[src/rtl/uart_rx_pkg.sv]
package uart_rx_pkg;
    localparam int DATA_W  = 8;
    localparam int ENTRY_W = DATA_W + 2;

    typedef struct packed {
        logic              ferr;
        logic              perr;
        logic [DATA_W-1:0] data;
    } rx_entry_t;

    typedef enum logic [2:0] {
        ST_IDLE,
        ST_START,
        ST_DATA,
        ST_PAR,
        ST_STOP
    } rx_state_e;
endpackage

[src/rtl/rx_sync.sv]
module rx_sync #(
    parameter int STAGES = 2
) (
    input  logic clk,
    input  logic rst_n,
    input  logic din,
    output logic dout
);
    logic [STAGES-1:0] sync_d, sync_q;

    always_comb begin
        sync_d = {sync_q[STAGES-2:0], din};
    end

    always_ff @(posedge clk) begin
        if (!rst_n) sync_q <= '1;
        else        sync_q <= sync_d;
    end

    assign dout = sync_q[STAGES-1];
endmodule

[src/rtl/rx_framer.sv]
module rx_framer
    import uart_rx_pkg::*;
#(
    parameter int OVS = 16
) (
    input  logic      clk,
    input  logic      rst_n,
    input  logic      tick,
    input  logic      rx_s,
    input  logic      msb_order,
    input  logic      odd_par,
    output logic      push,
    output rx_entry_t push_entry
);
    localparam int OVS_W = $clog2(OVS);
    localparam int BIT_W = $clog2(DATA_W);
    localparam logic [OVS_W-1:0] MID_C  = OVS_W'(OVS / 2 - 1);
    localparam logic [OVS_W-1:0] LAST_C = OVS_W'(OVS - 1);
    localparam logic [BIT_W-1:0] BLAST  = BIT_W'(DATA_W - 1);

    typedef struct packed {
        rx_state_e         state;
        logic [OVS_W-1:0]  ovs;
        logic [BIT_W-1:0]  bidx;
        logic [DATA_W-1:0] shreg;
        logic              pbit;
        logic              msb;
        logic              odd;
        logic              prev;
        logic              push;
        rx_entry_t         entry;
    } fr_t;

    fr_t fr_d, fr_q;

    always_comb begin
        fr_d      = fr_q;
        fr_d.push = 1'b0;
        fr_d.prev = rx_s;
        case (fr_q.state)
            ST_IDLE: begin
                if (fr_q.prev && !rx_s) begin
                    fr_d.state = ST_START;
                    fr_d.ovs   = '0;
                    fr_d.msb   = msb_order;
                    fr_d.odd   = odd_par;
                end
            end
            ST_START: begin
                if (tick) begin
                    if (fr_q.ovs == MID_C) begin
                        fr_d.ovs  = '0;
                        fr_d.bidx = '0;
                        fr_d.state = rx_s ? ST_IDLE : ST_DATA;
                    end else begin
                        fr_d.ovs = fr_q.ovs + 1'b1;
                    end
                end
            end
            ST_DATA: begin
                if (tick) begin
                    if (fr_q.ovs == LAST_C) begin
                        fr_d.ovs = '0;
                        if (fr_q.msb) fr_d.shreg = {fr_q.shreg[DATA_W-2:0], rx_s};
                        else          fr_d.shreg = {rx_s, fr_q.shreg[DATA_W-1:1]};
                        if (fr_q.bidx == BLAST) fr_d.state = ST_PAR;
                        else                    fr_d.bidx  = fr_q.bidx + 1'b1;
                    end else begin
                        fr_d.ovs = fr_q.ovs + 1'b1;
                    end
                end
            end
            ST_PAR: begin
                if (tick) begin
                    if (fr_q.ovs == LAST_C) begin
                        fr_d.ovs   = '0;
                        fr_d.pbit  = rx_s;
                        fr_d.state = ST_STOP;
                    end else begin
                        fr_d.ovs = fr_q.ovs + 1'b1;
                    end
                end
            end
            ST_STOP: begin
                if (tick) begin
                    if (fr_q.ovs == LAST_C) begin
                        fr_d.ovs        = '0;
                        fr_d.push       = 1'b1;
                        fr_d.entry.data = fr_q.shreg;
                        fr_d.entry.perr = (^fr_q.shreg) ^ fr_q.pbit ^ fr_q.odd;
                        fr_d.entry.ferr = !rx_s;
                        fr_d.state      = ST_IDLE;
                    end else begin
                        fr_d.ovs = fr_q.ovs + 1'b1;
                    end
                end
            end
            default: fr_d.state = ST_IDLE;
        endcase
    end

    always_ff @(posedge clk) begin
        if (!rst_n) begin
            fr_q       <= '0;
            fr_q.state <= ST_IDLE;
            fr_q.prev  <= 1'b1;
        end else begin
            fr_q <= fr_d;
        end
    end

    assign push       = fr_q.push;
    assign push_entry = fr_q.entry;
endmodule

[src/rtl/rx_queue.sv]
module rx_queue
    import uart_rx_pkg::*;
#(
    parameter int DEPTH = 16,
    localparam int AW = $clog2(DEPTH),
    localparam int CW = AW + 1
) (
    input  logic          clk,
    input  logic          rst_n,
    input  logic          push,
    input  rx_entry_t     push_entry,
    input  logic          pop,
    output rx_entry_t     pop_entry,
    output logic [CW-1:0] fill,
    output logic          ovf
);
    localparam logic [CW-1:0] FULL_C = CW'(DEPTH);

    typedef struct packed {
        rx_entry_t [DEPTH-1:0] mem;
        logic [AW-1:0]         wptr;
        logic [AW-1:0]         rptr;
        logic [CW-1:0]         cnt;
        rx_entry_t             rout;
        logic                  ovf;
    } q_t;

    q_t   q_d, q_q;
    logic do_wr, do_rd;

    always_comb begin
        q_d   = q_q;
        do_wr = push && (q_q.cnt != FULL_C);
        do_rd = pop && (q_q.cnt != '0);
        if (push && !do_wr) q_d.ovf = 1'b1;
        if (do_wr) begin
            q_d.mem[q_q.wptr] = push_entry;
            q_d.wptr          = q_q.wptr + 1'b1;
        end
        if (do_rd) begin
            q_d.rout = q_q.mem[q_q.rptr];
            q_d.rptr = q_q.rptr + 1'b1;
        end
        case ({do_wr, do_rd})
            2'b10:   q_d.cnt = q_q.cnt + 1'b1;
            2'b01:   q_d.cnt = q_q.cnt - 1'b1;
            default: q_d.cnt = q_q.cnt;
        endcase
    end

    always_ff @(posedge clk) begin
        if (!rst_n) q_q <= '0;
        else        q_q <= q_d;
    end

    assign pop_entry = q_q.rout;
    assign fill      = q_q.cnt;
    assign ovf       = q_q.ovf;
endmodule

[src/rtl/uart_rx_fifo.sv]
module uart_rx_fifo
    import uart_rx_pkg::*;
#(
    parameter int OVS   = 16,
    parameter int DEPTH = 16,
    parameter int SYNC  = 2,
    localparam int CNT_W = $clog2(DEPTH) + 1
) (
    input  logic               clk,
    input  logic               rst_n,
    input  logic               line_in,
    input  logic               os_tick,
    input  logic               msb_order,
    input  logic               odd_par,
    input  logic               pop,
    output logic [ENTRY_W-1:0] pop_word,
    output logic [CNT_W-1:0]   fill,
    output logic               ovf
);
    logic      rx_s;
    logic      fr_push;
    rx_entry_t fr_entry;
    rx_entry_t q_out;

    rx_sync #(.STAGES(SYNC)) u_sync (
        .clk  (clk),
        .rst_n(rst_n),
        .din  (line_in),
        .dout (rx_s)
    );

    rx_framer #(.OVS(OVS)) u_framer (
        .clk       (clk),
        .rst_n     (rst_n),
        .tick      (os_tick),
        .rx_s      (rx_s),
        .msb_order (msb_order),
        .odd_par   (odd_par),
        .push      (fr_push),
        .push_entry(fr_entry)
    );

    rx_queue #(.DEPTH(DEPTH)) u_queue (
        .clk       (clk),
        .rst_n     (rst_n),
        .push      (fr_push),
        .push_entry(fr_entry),
        .pop       (pop),
        .pop_entry (q_out),
        .fill      (fill),
        .ovf       (ovf)
    );

    assign pop_word = q_out;
endmodule

[config.mk]
export PLATFORM = sky130hd
export DESIGN_NAME = uart_rx_fifo
export DESIGN_NICKNAME = d
export VERILOG_FILES = /design/src/rtl/uart_rx_pkg.sv /design/src/rtl/rx_sync.sv /design/src/rtl/rx_framer.sv /design/src/rtl/rx_queue.sv /design/src/rtl/uart_rx_fifo.sv
export SDC_FILE = /design/constraint.sdc
export NUM_CORES = 1
export LEC_CHECK = 0
export BUFFER_PORTS_ARGS = -buffer_cell sky130_fd_sc_hd__buf_2
export CORE_MARGIN = 5
export CORE_UTILIZATION = 40
export CTS_CLUSTER_SIZE = 12
export DETAILED_ROUTE_END_ITERATION = 8
export PLACE_DENSITY = 0.58
export SLEW_MARGIN = 25
export SYNTH_ARGS = -nofsm -noshare
export SYNTH_HDL_FRONTEND = slang
export SYNTH_SLANG_ARGS = --single-unit
[constraint.sdc]
create_clock -name clk -period 6.8 [get_ports clk]
set_input_delay 0.68 -clock clk [delete_from_list [all_inputs] [get_ports clk]]
set_output_delay 0.68 -clock clk [all_outputs]
set_load 0.02 [all_outputs]
# Yosys cells after proc, flatten, opt, wreduce, memory -nomap -nowiden
# Index checks and enable logic that the tools add are counted.
# W data, S select, Z words.
[word_totals]
ff_bits = 219
in_bits = 7
output_inout_bits = 16
word_cells = 148
[classes]
n_addsub = 6
order_cmp = 3
n_eq_ne = 21
muxes = 27
bitwise = 2
reduce_logical = 21
[op_table]
columns = ["op", "n"]
rows = [
  ["$bwmux W160", 1],
  ["$bmux W10 S4", 1],
  ["$demux W10 S4", 1],
  ["$mux W10", 3],
  ["$mux W11", 2],
  ["$mux W3", 7],
  ["$mux W7", 3],
  ["$pmux W4 S5", 1],
  ["$mux W18", 1],
  ["$pmux W3 S5", 1],
  ["$add A4 B1 Y4 const B", 3],
  ["$ne A2 B1 Y1 const B", 6],
  ["$reduce_and A3 Y1", 4],
  ["$reduce_and A6 Y1", 2],
  ["$lt A4 B5 Y1 const B", 2],
  ["$ne A2 B2 Y1 const B", 5],
  ["$pmux W5 S2", 1],
  ["$reduce_and A10 Y1", 1],
  ["$reduce_bool A5 Y1", 2],
  ["$mux W4", 2],
  ["$mux W8", 1],
  ["$reduce_xor A8 Y1", 1],
  ["$eq A3 B2 Y1 const B", 2],
  ["$eq A3 B3 Y1 const B", 2],
  ["other kinds (18)", 25],
]

# Logic depth before layout (Yosys ltp)
[logic_depth]
ltp_word = 5
ltp_mapped = 14
ltp_nobuf = 11

# By module
# A second synthesis with hierarchy kept.
[unflattened]
hier_cells = 1015
area_unflattened_um2 = 10103.4
[modules_own_cells]
columns = ["module", "n_inst", "cells_each", "area_each_um2", "seq_area_each_um2"]
rows = [
  ["rx_queue", 1, 824, 8345.5, 3683.5],
  ["rx_framer", 1, 187, 1705.4, 660.6],
  ["rx_sync", 1, 4, 52.6, 40.0],
]

# Worst setup path after synthesis
# OpenSTA, ideal clock, no wires.
[synth_path]
kind = "input to register"
startpoint = "input pop"
endpoint = "register u_queue.q_q, in the netlist u_queue.fill[4]"
setup_ns = 0.072
t_arrival_ns = 2.801
t_required_ns = 6.728
slack_ns = 3.927
cell_stages = 11
n_path_buf = 2
cell_sequence = "a21boi_2 -> clkbuf_1 -> ha_1 -> clkbuf_1 -> xor2_1 -> ha_1 -> a211o_1 -> nand2_1 -> nand3b_1 -> a31oi_1 -> mux2i_1"
[synth_via]
elab_chain_len = 3
elab_cells_between_ends = 5
cone_classes = "2 x eq/ne; 1 x mux; 2 x reduce/logical"
[synth_lines]
columns = ["element", "line_no", "source"]
rows = [
  ["from (decl)", "uart_rx_fifo.sv:15", "input logic pop,"],
  ["$logic_and A1 B1 Y1 *", "rx_queue.sv:34", "do_rd = pop && (q_q.cnt != '0);"],
  ["net u_queue.do_rd", "rx_queue.sv:29", "logic do_wr, do_rd;"],
  ["$eq A2 B1 Y1 or $eq A2 B2 Y1 (tied branches)", "rx_queue.sv:44", "case ({do_wr, do_rd})"],
  ["$pmux W5 S2 or $reduce_bool A2 Y1 (tied branches)", "-", ""],
  ["to (signal assigned)", "rx_queue.sv:53", "else q_q <= q_d;"],
  ["to (decl)", "rx_queue.sv:28", "q_t q_d, q_q;"],
]
# Mark *: on every way through the listed nets, which the timed path passes. The rest lies on a longest branch.
# A chain may end at the register's enable or synchronous reset.

# Final worst setup path
[layout_path]
startpoint = "register u_queue.q_q, in the netlist u_queue.fill[1]"
endpoint = "register u_queue.q_q, in the netlist u_queue.fill[4]"
[layout_via]
elab_chain_len = 4
elab_cells_between_ends = 10
cone_classes = "2 x add/sub; 3 x eq/ne; 1 x mux; 4 x reduce/logical"
[layout_lines]
columns = ["element"]
rows = [
  ["parallel branches: the longest is 4 deep, another holds $sub A5 B1 Y5"],
]
# Parallel ways; which one is timed is not known.

==> results.txt <==
- Outcome: complete, no violations
- Fraction of layout instances using a drive strength above 1: 14.1%
- Clock-pin slew was measured on the worst setup and hold paths at 60 ps.
- I/O Buffers: 22
- The largest individual stage delay along the critical path comes from the cell sky130_fd_sc_hd__a21boi_2.
* Global-route usage over all layers: 15.6%
- Number of global-route vias before repair: 6474
* Cell class contributing the biggest share of worst-path delay: compound AO/OA/AOI/OAI gates
- Most used flip-flop cell after synthesis: sky130_fd_sc_hd__dfxtp_1
- Main combinational cell family by area after synthesis: multiplexers
* Final number of hold-violating endpoints: 0
- Buffers inserted to repair hold after CTS numbered 0.
- The clock reaches the later pin of the worst-skew pair after 520 ps.
* Maximum clock path buffer count: 3
- Traced cell by cell, the critical path runs through nor4_4 -> a21boi_2 -> ha_1 -> xor2_1 -> ha_1 -> a211o_1 -> nand2_1 -> nand3b_1 -> a31oi_1 -> mux2i_1.
- From bottom edge to top edge, the die measures 172 um.
- Final Routed Wirelength: 22600 um
* Maximum Capacitance Violations: 0
- Across all layers, the routed design uses 6444 vias.
- Fraction of the mapped netlist area in adder cells: 1.43%
- The worst setup path is captured at a register.
* Worst-margin pin slew: 1010 ps
- The placed instances occupy a cell area of 10500 um2.
- In this design, the critical path's most frequently occurring cell is sky130_fd_sc_hd__ha_1.
* Initial standard-cell utilization of the core: 40.5%
- Warnings from Yosys: 0
* Synthesized flop and latch total: 219
* Crit-path max cell delay: 690 ps
- The floorplan step defined a die boundary enclosing 29700 um2.
* Netlist area before placement: 10500 um2
* Syn Inst Count: 961
- Number of synthesized flops with an enable pin: 0
- CTS tree: built
- Data on the critical path is required at its endpoint by 7240 ps.
* Period utilisation layout: 44.7%
- The clock arrives with 9.56 ps of skew.
* VDD IR max: 0.165 mV
* Number of rows created at floorplan: 59
* Number of clock sinks: 219
- The min-delay analysis places its worst path in the category in2reg.
- The portion of synthesized area spent on multiplexers is 25.1%.
- Areal power density over the cells: 235 nW/um2
- Detail Placement HPWL: 13900 um
- Relative to the synthesized area, the layout overhead comes to 6.65%.
- Total CTS buffers: 25
- Data arrival time of the worst path: 3480 ps
- For the finished layout, the period the worst path requires is 3040 ps.
- Hold WS: 350 ps
- Simple-gate portion of the synthesized area: 17.4%
- Met2 track utilization from global routing: 25.9%
- The critical path is of the reg2reg type.
- Crit path buf inv count: 0
- Library cells used by synthesis: 56
* Asr flop ratio synth: 0%
* Post-Syn Nets: 980
* Unrepaired setup endpoints after global routing: no
* Per-cell routed wire length: 17.9 um
* Core region area: 26000 um2
- Setup fix buffers added after clock tree synthesis: 0
- CTS built an H-tree with a depth of 1.
- The number of antenna violations at the first check in global routing is 0.
- Once the clock tree was built, the resizer swapped 0 gates to a different size.
* Largest net degree at the start of global routing: 101
* P_leak: 4.98 nW
- STA classifies the critical path startpoint as a register.
- Worst relative slew slack: 32.4%
- The first routing iteration left 352 violations.
- Measured along the x axis, the die boundary spans 172 um.
- Setup violations remaining at the end of the flow were counted as 0.
- Met3 Track Usage GR: 2.17%
- Share of the synthesized area in compound gates (AO/OA/AOI/OAI): 6.28%
- Residual antenna-violating net count after detailed routing: 0
- The max-slew violation count is 0.
* Post-synthesis average cell area: 11.0 um2
- Portion of the post-synthesis area used by sequential elements: 41.7%
- In the routed design, unresolved DRC markers number 0.
* IO Count: 23
* Setup tns final: 0 ps
- Fmax: 329 MHz
- Of all nets on the critical path, the largest fanout is 17.
* Total inserted antenna cells: 0
- Gr busiest metal: met2
* Final layout net count: 931
* Clock root buffer: sky130_fd_sc_hd__clkbuf_16
- Met1 track demand over resource: 21.7%
* XOR/XNOR Fraction of Synth Area: 1.83%
* First-pass GRT wire length: 36800 um
- The congestion estimate from routability-driven global placement came to 0.743.
- The first detailed-routing pass took 4 iterations.
* Vias per std cell: 5.09
- Overall overflow remaining after global route: 0
- Once layout is done, the placed cells without fillers occupy 11200 um2.
worst paths after layout:
path	start	to	slack, ps	cells after the start
max reg2reg	u_queue.fill[1]$_SDFFE_PN0P_	u_queue.fill[4]$_SDFFE_PN0P_	3760	10
min reg2reg	u_sync.sync_q[0]$_SDFF_PN1_	u_sync.sync_q[1]$_SDFF_PN1_	410	1
min	line_in	u_sync.sync_q[0]$_SDFF_PN1_	350	2
max	u_queue.fill[1]$_SDFFE_PN0P_	u_queue.fill[4]$_SDFFE_PN0P_	3760	10
where the power goes:
part / internal, W / switching, W
logic: 0.0000378 / 0.0000376
registers: 0.00129 / 0.0000126
clock network: 0.000742 / 0.000521
total: 0.00207 / 0.000572
flip-flops by register name, summed over array words and instances, names as in the netlist:
signal / count
u_framer.fr_q: 22
u_framer.push: 1
u_framer.push_entry: 10
u_queue.fill: 5
u_queue.ovf: 1
u_queue.pop_entry: 10
u_queue.q_q: 168
u_sync.sync_q: 2
metal layers:
metal / share of wire [%] / up-vias
met1: 48 / 3125
met2: 47 / 66
met4: 1.8 / 0
met5: 0 / -
li1: - / 3226
met3: 3.0 / 27
cell usage after synthesis (2+ instances only):
| cell type | number | share of area, % |
|---|---|---|
| sky130_fd_sc_hd__a21boi_0 | 13 | 0.93 |
| sky130_fd_sc_hd__a21boi_2 | 2 | 0.21 |
| sky130_fd_sc_hd__a21oi_1 | 4 | 0.19 |
| sky130_fd_sc_hd__a22o_1 | 20 | 1.7 |
| sky130_fd_sc_hd__a22oi_1 | 3 | 0.21 |
| sky130_fd_sc_hd__a31oi_1 | 3 | 0.18 |
| sky130_fd_sc_hd__and2_1 | 8 | 0.48 |
| sky130_fd_sc_hd__buf_1 | 2 | 0.071 |
| sky130_fd_sc_hd__buf_12 | 2 | 0.38 |
| sky130_fd_sc_hd__buf_2 | 30 | 1.4 |
| sky130_fd_sc_hd__buf_4 | 20 | 1.4 |
| sky130_fd_sc_hd__buf_6 | 15 | 1.6 |
| sky130_fd_sc_hd__clkbuf_1 | 34 | 1.2 |
| sky130_fd_sc_hd__dfxtp_1 | 219 | 42 |
| sky130_fd_sc_hd__ha_1 | 12 | 1.4 |
| sky130_fd_sc_hd__inv_1 | 5 | 0.18 |
| sky130_fd_sc_hd__mux2i_1 | 174 | 17 |
| sky130_fd_sc_hd__mux4_2 | 40 | 8.6 |
| sky130_fd_sc_hd__nand2_1 | 46 | 1.6 |
| sky130_fd_sc_hd__nand2b_1 | 8 | 0.48 |
| sky130_fd_sc_hd__nand3_1 | 2 | 0.095 |
| sky130_fd_sc_hd__nand3_2 | 12 | 1.1 |
| sky130_fd_sc_hd__nand4_1 | 5 | 0.30 |
| sky130_fd_sc_hd__nand4_4 | 2 | 0.40 |
| sky130_fd_sc_hd__nor2_1 | 20 | 0.71 |
| sky130_fd_sc_hd__nor2b_1 | 175 | 10 |
| sky130_fd_sc_hd__nor3b_1 | 5 | 0.36 |
| sky130_fd_sc_hd__nor4_1 | 2 | 0.12 |
| sky130_fd_sc_hd__o211a_1 | 9 | 0.86 |
| sky130_fd_sc_hd__o21ai_0 | 11 | 0.52 |
| sky130_fd_sc_hd__o22ai_1 | 11 | 0.65 |
| sky130_fd_sc_hd__or2_2 | 2 | 0.12 |
| sky130_fd_sc_hd__or3_1 | 2 | 0.12 |
| sky130_fd_sc_hd__xnor2_1 | 17 | 1.4 |
| sky130_fd_sc_hd__xor2_1 | 5 | 0.42 |
cells in the final DEF, fill, tap and decap left out, types with 6 or more instances in the layout:
master / n
sky130_fd_sc_hd__nor2b_1: 175
sky130_fd_sc_hd__a21boi_0: 13
sky130_fd_sc_hd__o211a_1: 9
sky130_fd_sc_hd__ha_1: 12
sky130_fd_sc_hd__mux4_2: 40
sky130_fd_sc_hd__nand2b_1: 8
sky130_fd_sc_hd__buf_2: 21
sky130_fd_sc_hd__xnor2_1: 17
sky130_fd_sc_hd__clkbuf_8: 6
sky130_fd_sc_hd__nand3_2: 12
sky130_fd_sc_hd__o21ai_0: 11
sky130_fd_sc_hd__a22o_1: 20
sky130_fd_sc_hd__mux2i_1: 174
sky130_fd_sc_hd__clkbuf_16: 25
sky130_fd_sc_hd__o22ai_1: 11
sky130_fd_sc_hd__nand2_1: 46
sky130_fd_sc_hd__nor2_1: 20
sky130_fd_sc_hd__and2_1: 8
sky130_fd_sc_hd__dfxtp_1: 217
sky130_fd_sc_hd__clkbuf_1: 8
sky130_fd_sc_hd__buf_4: 6
per-stage QoR:
step	total power, W	setup WS [ps]	utilization, %	instances
floorplan	0.00139	3930	-	961
global placement	0.00141	3630	40.2	1220
detailed placement	0.00141	3580	40.2	1220
CTS	0.00268	3710	43.2	1265
global route	0.00274	3470	43.2	1265
finish	0.00264	3760	43.2	1265
cells by family (layout without fill, tap and decap cells):
| kind of cell | Yosys count | count (layout) |
|---|---|---|
| mux | 214 | 214 |
| simple gates | 300 | 300 |
| fa+ha+maj | 12 | 12 |
| buf+inv | 108 | 77 |
| compound gates | 86 | 86 |
| flops | 219 | 219 |
| xor+xnor | 22 | 22 |
final cells by class:
type,count,area [um2]
fill,2454,14800
timing repair buffer,27,150
inverter,5,18.8
sequential,219,4390
tap,335,419
clock inverter,6,33.8
clock buffer,39,738
multi-input combinational,634,5480
Note: power is estimated with default switching activity, not from simulation.
